$ cat src/rtl/dfs_pkg.sv
// Shared types for the fly-by DMA channel sequencer.
// Assumes: mode encoding is fixed by the configuration port of the top.
package dfs_pkg;

    typedef enum logic [1:0] {
        XM_SINGLE = 2'b00,
        XM_BLOCK  = 2'b01,
        XM_DEMAND = 2'b10,
        XM_SPARE  = 2'b11
    } xfer_mode_t;

    typedef enum logic [1:0] {
        SQ_IDLE = 2'b00,
        SQ_HOLD = 2'b01,
        SQ_MOVE = 2'b10
    } seq_state_t;

    typedef struct packed {
        xfer_mode_t mode;
        logic       autoinit;
        logic       to_io;
    } chan_cfg_t;

endpackage

$ cat src/rtl/dfs_chan_regs.sv
// Channel register set: base and current address and count, arm flag, configuration.
// Assumes: load and step never coincide in normal use; if they do, load wins.
module dfs_chan_regs
    import dfs_pkg::*;
#(
    parameter int AW = 16,
    parameter int CW = 16
) (
    input  logic          clk,
    input  logic          rst_n,
    input  logic          load_i,
    input  logic [AW-1:0] base_addr_i,
    input  logic [CW-1:0] base_cnt_i,
    input  chan_cfg_t     cfg_i,
    input  logic          step_i,
    output logic [AW-1:0] cur_addr_o,
    output logic          cnt_last_o,
    output logic          armed_o,
    output chan_cfg_t     cfg_o
);

    logic [AW-1:0] base_addr_q;
    logic [CW-1:0] base_cnt_q;
    logic [AW-1:0] cur_addr_q;
    logic [CW-1:0] cur_cnt_q;
    logic          armed_q;
    chan_cfg_t     cfg_q;
    logic          last_w;

    assign last_w = (cur_cnt_q == '0);

    // Base copy and configuration: captured only by a load.
    always_ff @(posedge clk) begin
        if (!rst_n) begin
            base_addr_q <= '0;
            base_cnt_q  <= '0;
            cfg_q       <= '{mode: XM_SINGLE, autoinit: 1'b0, to_io: 1'b0};
        end else if (load_i) begin
            base_addr_q <= base_addr_i;
            base_cnt_q  <= base_cnt_i;
            cfg_q       <= cfg_i;
        end
    end

    // Working address and count: advanced per completed cycle, reloaded at the end with auto-reload.
    always_ff @(posedge clk) begin
        if (!rst_n) begin
            cur_addr_q <= '0;
            cur_cnt_q  <= '0;
        end else if (load_i) begin
            cur_addr_q <= base_addr_i;
            cur_cnt_q  <= base_cnt_i;
        end else if (step_i) begin
            if (last_w && cfg_q.autoinit) begin
                cur_addr_q <= base_addr_q;
                cur_cnt_q  <= base_cnt_q;
            end else begin
                cur_addr_q <= cur_addr_q + 1'b1;
                cur_cnt_q  <= cur_cnt_q - 1'b1;
            end
        end
    end

    // Arm flag: set by a load, cleared at terminal count unless auto-reload is on.
    always_ff @(posedge clk) begin
        if (!rst_n) begin
            armed_q <= 1'b0;
        end else if (load_i) begin
            armed_q <= 1'b1;
        end else if (step_i && last_w && !cfg_q.autoinit) begin
            armed_q <= 1'b0;
        end
    end

    assign cur_addr_o = cur_addr_q;
    assign cnt_last_o = last_w;
    assign armed_o    = armed_q;
    assign cfg_o      = cfg_q;

endmodule

$ cat src/rtl/dfs_seq_fsm.sv
// Bus-ownership sequencer: idle, waiting for hold grant, moving data.
// Assumes: the host keeps hold_ack high while hold_req stays high.
module dfs_seq_fsm
    import dfs_pkg::*;
(
    input  logic       clk,
    input  logic       rst_n,
    input  logic       armed_i,
    input  logic       mask_i,
    input  logic       dreq_i,
    input  logic       hold_ack_i,
    input  logic       ready_i,
    input  logic       cnt_last_i,
    input  xfer_mode_t mode_i,
    output logic       hold_req_o,
    output logic       move_o,
    output logic       step_o,
    output logic       tc_o
);

    seq_state_t state_q;
    seq_state_t state_d;
    logic       keep_bus;

    // Whether the bus stays owned after a completed, non-final cycle.
    always_comb begin
        unique case (mode_i)
            XM_BLOCK:  keep_bus = 1'b1;
            XM_DEMAND: keep_bus = dreq_i;
            default:   keep_bus = 1'b0;
        endcase
    end

    assign move_o     = (state_q == SQ_MOVE);
    assign hold_req_o = (state_q != SQ_IDLE);
    assign step_o     = move_o && ready_i;
    assign tc_o       = step_o && cnt_last_i;

    // Next-state selection.
    always_comb begin
        state_d = state_q;
        unique case (state_q)
            SQ_IDLE: begin
                if (armed_i && !mask_i && dreq_i && !hold_ack_i) begin
                    state_d = SQ_HOLD;
                end
            end
            SQ_HOLD: begin
                if (hold_ack_i) begin
                    state_d = SQ_MOVE;
                end
            end
            SQ_MOVE: begin
                if (step_o) begin
                    state_d = (cnt_last_i || !keep_bus) ? SQ_IDLE : SQ_MOVE;
                end
            end
            default: state_d = SQ_IDLE;
        endcase
    end

    // State register.
    always_ff @(posedge clk) begin
        if (!rst_n) begin
            state_q <= SQ_IDLE;
        end else begin
            state_q <= state_d;
        end
    end

endmodule

$ cat src/rtl/dfs_bus_drive.sv
// Bus output stage: gates address, strobes and acknowledge with the move state.
// Assumes: a released bus is modelled as zero values with bus_oe low.
module dfs_bus_drive #(
    parameter int AW = 16
) (
    input  logic          move_i,
    input  logic          to_io_i,
    input  logic [AW-1:0] addr_i,
    output logic          oe_o,
    output logic [AW-1:0] addr_o,
    output logic          mem_rd_o,
    output logic          mem_wr_o,
    output logic          io_rd_o,
    output logic          io_wr_o,
    output logic          dack_o
);

    // Strobe pairing: memory side and I/O side always point opposite ways.
    always_comb begin
        oe_o     = move_i;
        dack_o   = move_i;
        addr_o   = move_i ? addr_i : '0;
        mem_wr_o = move_i && !to_io_i;
        io_rd_o  = move_i && !to_io_i;
        mem_rd_o = move_i &&  to_io_i;
        io_wr_o  = move_i &&  to_io_i;
    end

endmodule

$ cat src/rtl/dma_flyby_seq.sv
// Top of one fly-by DMA channel: registers, bus sequencer and output stage.
// Assumes: cfg_load is pulsed only while the channel is idle.
module dma_flyby_seq
    import dfs_pkg::*;
#(
    parameter int AW = 16,
    parameter int CW = 16
) (
    input  logic          clk,
    input  logic          rst_n,
    input  logic          cfg_load,
    input  logic [AW-1:0] cfg_addr,
    input  logic [CW-1:0] cfg_count,
    input  logic [1:0]    cfg_mode,
    input  logic          cfg_autoinit,
    input  logic          cfg_to_io,
    input  logic          chan_mask,
    input  logic          dreq,
    input  logic          hold_ack,
    input  logic          ready,
    output logic          hold_req,
    output logic          bus_oe,
    output logic [AW-1:0] addr_out,
    output logic          mem_rd,
    output logic          mem_wr,
    output logic          io_rd,
    output logic          io_wr,
    output logic          dack,
    output logic          tc
);

    chan_cfg_t     cfg_in;
    chan_cfg_t     cfg_now;
    logic [AW-1:0] cur_addr;
    logic          cnt_last;
    logic          armed;
    logic          move;
    logic          step;

    assign cfg_in = '{mode: xfer_mode_t'(cfg_mode), autoinit: cfg_autoinit, to_io: cfg_to_io};

    dfs_chan_regs #(.AW(AW), .CW(CW)) u_regs (
        .clk         (clk),
        .rst_n       (rst_n),
        .load_i      (cfg_load),
        .base_addr_i (cfg_addr),
        .base_cnt_i  (cfg_count),
        .cfg_i       (cfg_in),
        .step_i      (step),
        .cur_addr_o  (cur_addr),
        .cnt_last_o  (cnt_last),
        .armed_o     (armed),
        .cfg_o       (cfg_now)
    );

    dfs_seq_fsm u_fsm (
        .clk        (clk),
        .rst_n      (rst_n),
        .armed_i    (armed),
        .mask_i     (chan_mask),
        .dreq_i     (dreq),
        .hold_ack_i (hold_ack),
        .ready_i    (ready),
        .cnt_last_i (cnt_last),
        .mode_i     (cfg_now.mode),
        .hold_req_o (hold_req),
        .move_o     (move),
        .step_o     (step),
        .tc_o       (tc)
    );

    dfs_bus_drive #(.AW(AW)) u_bus (
        .move_i   (move),
        .to_io_i  (cfg_now.to_io),
        .addr_i   (cur_addr),
        .oe_o     (bus_oe),
        .addr_o   (addr_out),
        .mem_rd_o (mem_rd),
        .mem_wr_o (mem_wr),
        .io_rd_o  (io_rd),
        .io_wr_o  (io_wr),
        .dack_o   (dack)
    );

endmodule

$ cat config.mk
export PLATFORM = sky130hd
export DESIGN_NAME = dma_flyby_seq
export DESIGN_NICKNAME = d
export VERILOG_FILES = /design/src/rtl/dfs_pkg.sv /design/src/rtl/dfs_chan_regs.sv /design/src/rtl/dfs_seq_fsm.sv /design/src/rtl/dfs_bus_drive.sv /design/src/rtl/dma_flyby_seq.sv
export SDC_FILE = /design/constraint.sdc
export NUM_CORES = 1
export LEC_CHECK = 0
export ABC_AREA = 1
export ABC_CLOCK_PERIOD_IN_PS = 4500
export BUFFER_PORTS_ARGS = -buffer_cell sky130_fd_sc_hd__buf_2
export CORE_UTILIZATION = 60
export DETAILED_ROUTE_END_ITERATION = 8
export PLACE_DENSITY = 0.95
export SLEW_MARGIN = 10
export SYNTH_ARGS = -nofsm -noshare
export SYNTH_HDL_FRONTEND = slang
export SYNTH_SLANG_ARGS = --single-unit
$ cat constraint.sdc
create_clock -name clk -period 4.5 [get_ports clk]
set_input_delay 0.225 -clock clk [delete_from_list [all_inputs] [get_ports clk]]
set_output_delay 0.225 -clock clk [all_outputs]
set_load 0.02 [all_outputs]
==> results.txt, run 1 <==
Post-Synthesis Net Count = 689
die height = 84.96 µm
DRC viols = 7
core area = 6495 µm²
Final Critical Period = 2.172 ns
cell at the slowest stage of the critical path = buf_4
Int Pwr = 1.052 mW
CP max stage delay = 0.51 ns
vias in the first global route = 4101
Worst Path Arrival = 2.42 ns
leading cell types in the layout, fill and taps excluded = nand2_1, a21oi_1, dfxtp_1
switching pwr = 488.9 µW
DIE AREA = 7217 µm²
post-CTS resize count = 0
hold_buf cts = 0
Max-Cap Viols = 0
NumNets Final = 733
Hold Fails Final Rpt = 0
clk root buf = clkbuf_8
EDFF count, synth = 0
vias per cell = 5.761
Fin Setup TNS = 0 ns
final setup vio count = 0
Sw Share = 0.3172
P&R area growth vs syn = 10.82%
Avg WL per Cell = 14.16 µm
clock slew at reported path FFs = 0.07 ns
antenna-violating nets left = 0
largest net degree at the start of global routing = 67
Slew Limit Fails = 0
clk sinks = 71
Crit Path Category = input port to flop
Pleak = 2.147 nW
clk_skew = 0.01502 ns
Flop pwr share = 0.463
row cnt = 29
Critical Path End Type = flop
Seq/Total Area, Yosys = 0.3442
initial core utilization = 0.6357
async set-reset flop share out of synthesis = 0
cell area after synthesis = 4129 µm²
final core occ = 0.7045
worst vdd rail ir drop = 202.8 µV
Combinational Power Share = 0.201
top_reg_cell synth = dfxtp_1
HPWL after DPL = 7370 µm
worst endpoint required time = 4.74 ns
Clock Tree Buf Depth = 2
Die X = 84.96 µm
Yosys cell types = 34
TritonRoute pass-1 iters = 8
filler instances = 554
Worst Path Buf+Inv = 5
final WL = 10860 µm
status = finished, violations left
CTS tree = done
Top delay family on crit path = buffers and inverters
CP cell instances = buf_2, buf_4, inv_1, nand2_2, inv_2, a21oi_1, o21ai_0, o21bai_1, inv_1
total chip power = 1.541 mW
CP Launch Type = input port
Vias = 4419
Syn. warnings = 0
synthesized area per cell = 6.441 µm²
Slew HR = 0.3020
gr ovfl total = 0
initial antenna violation count = 0
CTS Buf Count = 9
FF/Latch Area = 1421 µm²
fmax = 0.4603 GHz
setup repair bufs after CTS = 0
multi-input logic area = 2285 µm²
most common cell after layout, fill and taps aside = nand2_1
RSZ-0062 raised after global routing = no
CP Max Fanout = 66
global-route wire length before repair = 17770 µm
Iter 0 DRT Violations = 422
gpl congestion = 0.9367
failing checks = DRC
Antenna Cells = 0
H-tree depth = 3
crit-path most repeated cell = inv_1
layout cell share with drive strength beyond 1 = 0.1580
Syn Inst Count = 641
PD cells = 336.9 nW/µm²
Skew-Pair Late Insertion Delay = 0.35 ns
slew at the pin with the worst max-slew slack = 1.041 ns
register bit total from synthesis = 71
io pins = 67
port buffer count = 66
clock network fraction of total power = 0.336
All-Layer GR Usage = 0.3057
fin crit share = 0.4827
hold crit path type = input port to flop
-- path summary, 6_finish.rpt --
| check | endpoint | depth (start not counted) | startpoint | slack [ns] |
|---|---|---|---|---|
| min reg2reg | u_regs.base_cnt_q[3]$_SDFFE_PN0P_ | 2 | u_regs.base_cnt_q[3]$_SDFFE_PN0P_ | 0.47 |
| min | u_fsm.state_q[0]$_SDFFE_PN0P_ | 2 | hold_ack | 0.07 |
| max | u_regs.cur_addr_o[5]$_SDFFE_PN0P_ | 9 | cfg_load | 2.33 |
| max reg2reg | u_regs.cur_cnt_q[12]$_SDFFE_PN0P_ | 8 | u_regs.cur_cnt_q[0]$_SDFFE_PN0P_ | 2.34 |
-- kinds of logic (layout without fill, tap and decap cells) --
kind of cell,count (synthesis),in the layout,synth area share
and+or+nand+nor,313,313,0.3279
adders and majority gates,5,5,0.01515
DFF,71,71,0.3442
buffers and inverters,96,145,0.1024
xor gates and xnor gates,10,10,0.02121
AOI/OAI and AO/OA,146,146,0.1891
-- flip-flops by register name, summed over array words and instances (netlist names) --
signal,count
u_regs.armed_o,1
u_regs.base_addr_q,16
u_regs.base_cnt_q,16
u_fsm.state_q,2
u_regs.cur_addr_o,16
u_regs.cfg_o,4
u_regs.cur_cnt_q,16
-- metal layers --
layer	track usage	share of wire	up-vias
met4	0.1294	0.020	0
met1	0.3804	0.42	1984
met2	0.5139	0.47	245
li1	-	-	2163
met3	0.06420	0.087	27
met5	0	0	-
-- power by group through the flow --
stage	sequential, mW	clock [mW]	combinational [mW]
6_report	0.714	0.518	0.310
5_1_grt	0.718	0.548	0.346
4_1_cts	0.712	0.517	0.305
3_5_place_dp	0.726	0	0.301
3_3_place_gp	0.724	0	0.290
2_1_floorplan	0.714	0	0.233
-- cell usage after synthesis, types with 2 or more instances --
library cell	instances	area share
nand2_1	174	0.16
o21ai_2	3	0.0064
nor2_4	4	0.011
clkbuf_1	19	0.017
nor3_1	4	0.0048
o21bai_1	3	0.0055
nor2_1	55	0.050
buf_6	6	0.016
nand4_1	7	0.011
a21oi_2	5	0.011
clkinv_1	2	0.0018
nand2_2	2	0.0030
ha_1	5	0.015
buf_1	4	0.0036
nand3b_1	4	0.0073
buf_2	2	0.0024
inv_1	57	0.052
xor2_1	9	0.019
buf_4	4	0.0073
nand3_1	52	0.063
dfxtp_1	71	0.34
inv_2	2	0.0018
nor2_2	6	0.0091
nand3_2	2	0.0048
a21oi_1	87	0.11
o21ai_0	44	0.053
-- cell type report --
type                       count  share of cell area
clock buffer                  11             0.03090
clock inverter                 5             0.01258
inverter                      61             0.05004
multi-input combinational    474              0.4993
sequential                    71              0.3106
tap                           77             0.02106
timing repair buffer          68             0.07547
-- metrics by stage --
stage | cell area [µm²] | setup WS (ns) | std cells | hold WS [ns]
2_1_floorplan | 4129 | 2.892 | 641 | 0.3147
3_3_place_gp | 4377 | 2.146 | 751 | 0.4307
3_5_place_dp | 4377 | 2.010 | 751 | 0.4370
4_1_cts | 4576 | 2.365 | 767 | 0.07412
5_1_grt | 4576 | 2.183 | 767 | 0.07830
6_report | 4576 | 2.328 | 767 | 0.07396
No activity file was read; power rests on OpenSTA's default activity.
==> run 2: changes to the inputs <==
Settings changed: ABC_CLOCK_PERIOD_IN_PS 4500 to 2150, CORE_UTILIZATION 60 to 57, PLACE_DENSITY 0.95 to 0.91.
Clock period 4.5 ns to 2.15 ns, I/O delays scaled along.
==> run 2 against run 1 <==
  * The flow now finishes without violations
  * Count of clock-buffer cells in the layout shrank 2
  * Global-route usage grew 0.16 points
  * Cell area grew 3.2%
  * Critical path type is now flop to flop
  * Largest cell class unchanged
  * Largest power group unchanged
  * Highest routed layer unchanged
==> results.txt, run 2 (synthesis results as in run 1) <==
PD cells = 750.9 nW/µm²
post-CTS resize count = 0
RSZ-0062 raised after global routing = no
HPWL after DPL = 7655 µm
die height = 87.11 µm
Die X = 87.11 µm
row cnt = 30
Iter 0 DRT Violations = 356
crit-path most repeated cell = inv_2
DRC viols = 0
CTS tree = done
final setup vio count = 0
clk_skew = 0.007420 ns
antenna-violating nets left = 0
largest net degree at the start of global routing = 66
fin crit share = 0.9221
Slew Limit Fails = 0
global-route wire length before repair = 18340 µm
H-tree depth = 3
CP Max Fanout = 31
Clock Tree Buf Depth = 2
Avg WL per Cell = 14.24 µm
slew at the pin with the worst max-slew slack = 0.6634 ns
CP Launch Type = flop
Critical Path End Type = flop
vias per cell = 5.648
Antenna Cells = 0
All-Layer GR Usage = 0.3073
DIE AREA = 7588 µm²
Vias = 4479
Slew HR = 0.5577
clock slew at reported path FFs = 0.08 ns
leading cell types in the layout, fill and taps excluded = nand2_1, a21oi_1, dfxtp_1
worst endpoint required time = 2.38 ns
initial antenna violation count = 0
Pleak = 2.211 nW
TritonRoute pass-1 iters = 5
Hold Fails Final Rpt = 0
CP max stage delay = 0.38 ns
clk sinks = 71
Worst Path Arrival = 2.22 ns
Final Critical Period = 1.983 ns
gr ovfl total = 0
status = completed
clk root buf = clkbuf_8
Max-Cap Viols = 0
vias in the first global route = 4046
Fin Setup TNS = 0 ns
worst vdd rail ir drop = 377.2 µV
Crit Path Category = flop to flop
hold crit path type = input port to flop
CTS Buf Count = 9
total chip power = 3.545 mW
port buffer count = 66
Skew-Pair Late Insertion Delay = 0.35 ns
initial core utilization = 0.5978
layout cell share with drive strength beyond 1 = 0.1664
CP cell instances = inv_2, nor2_4, nand2_1, nand2_2, inv_2, a21oi_1, o21ai_0, o21bai_1, inv_1
fmax = 0.5044 GHz
P&R area growth vs syn = 14.33%
final WL = 11290 µm
io pins = 67
gpl congestion = 0.9796
cell at the slowest stage of the critical path = dfxtp_1
most common cell after layout, fill and taps aside = nand2_1
NumNets Final = 741
core area = 6907 µm²
==> run 2: cell count changes in the layout (fill, tap and decap cells not counted) <==
cell / before / now
bufinv_16: 1 / 4
buf_4: 2 / 9
clkinv_4: 2 / 1
clkbuf_8: 10 / 9
clkinv_2: 2 / 1
clkbuf_1: 1 / 0
dlygate4sd3_1: 0 / 1
==> run 2: worst paths after layout <==
| kind | cells after the start | startpoint | end | slack (ns) |
|---|---|---|---|---|
| worst max register to register | 9 | u_fsm.state_q[1]$_SDFFE_PN0P_ | u_regs.cur_addr_o[5]$_SDFFE_PN0P_ | 0.17 |
| worst min-delay path | 3 | cfg_addr[8] | u_regs.base_addr_q[8]$_SDFFE_PN0P_ | 0.02 |
| worst min register to register | 2 | u_regs.base_addr_q[6]$_SDFFE_PN0P_ | u_regs.base_addr_q[6]$_SDFFE_PN0P_ | 0.47 |
| worst max-delay path | 9 | u_fsm.state_q[1]$_SDFFE_PN0P_ | u_regs.cur_addr_o[5]$_SDFFE_PN0P_ | 0.17 |
==> run 2: area by class of cell <==
cell class	instances	area (µm²)
Clock buffer	9	123.9
Clock inverter	6	133.9
Fill cell	617	2186
Inverter	61	229.0
Multi-Input combinational cell	474	2285
Sequential cell	71	1421
Tap cell	96	120.1
Timing Repair Buffer	76	407.9
==> run 2: timing repair <==
action | CTS | global route
buffers inserted | 0 | 0
hold endpoints to repair | 1 | 0
hold buffers | 1 | 0
==> run 2: through the flow <==
step / hold slack (ns) / utilization / setup slack [ns] / instance area [µm²] / cells
after floorplan: 0.1972 / - / 0.6150 / 4129 / 641
after global placement: 0.3156 / 0.6447 / 0.4485 / 4453 / 777
after detailed placement: 0.3569 / 0.6447 / 0.1834 / 4453 / 777
after CTS: 0.01207 / 0.6835 / 0.1995 / 4721 / 793
after global routing: 0.01349 / 0.6835 / 0.08586 / 4721 / 793
final: 0.01869 / 0.6835 / 0.1674 / 4721 / 793
==> run 2: where the power goes <==
group / switching [mW] / leakage (nW) / internal, mW / total (mW)
registers: 0.0835 / 0.587 / 1.41 / 1.49
logic: 0.429 / 1.49 / 0.236 / 0.665
clock network: 0.508 / 0.129 / 0.882 / 1.39
total: 1.02 / 2.21 / 2.52 / 3.54
==> run 2: critical path: cells and delay by family, from the launching register on <==
kind / cells / cell delay (ns)
AND/OR/NAND/NOR: 3 / 0.47
buffers and inverters: 3 / 0.47
flip-flops: 1 / 0.38
AO/OA/AOI/OAI: 3 / 0.55
==> run 2: per-layer routing <==
metal | share of wire | vias to the layer above | track usage
li1 | - | 2184 | -
met1 | 0.43 | 2059 | 0.4084
met2 | 0.47 | 221 | 0.5089
met3 | 0.083 | 15 | 0.05024
met4 | 0.011 | 0 | 0.1013
met5 | 0 | - | 0
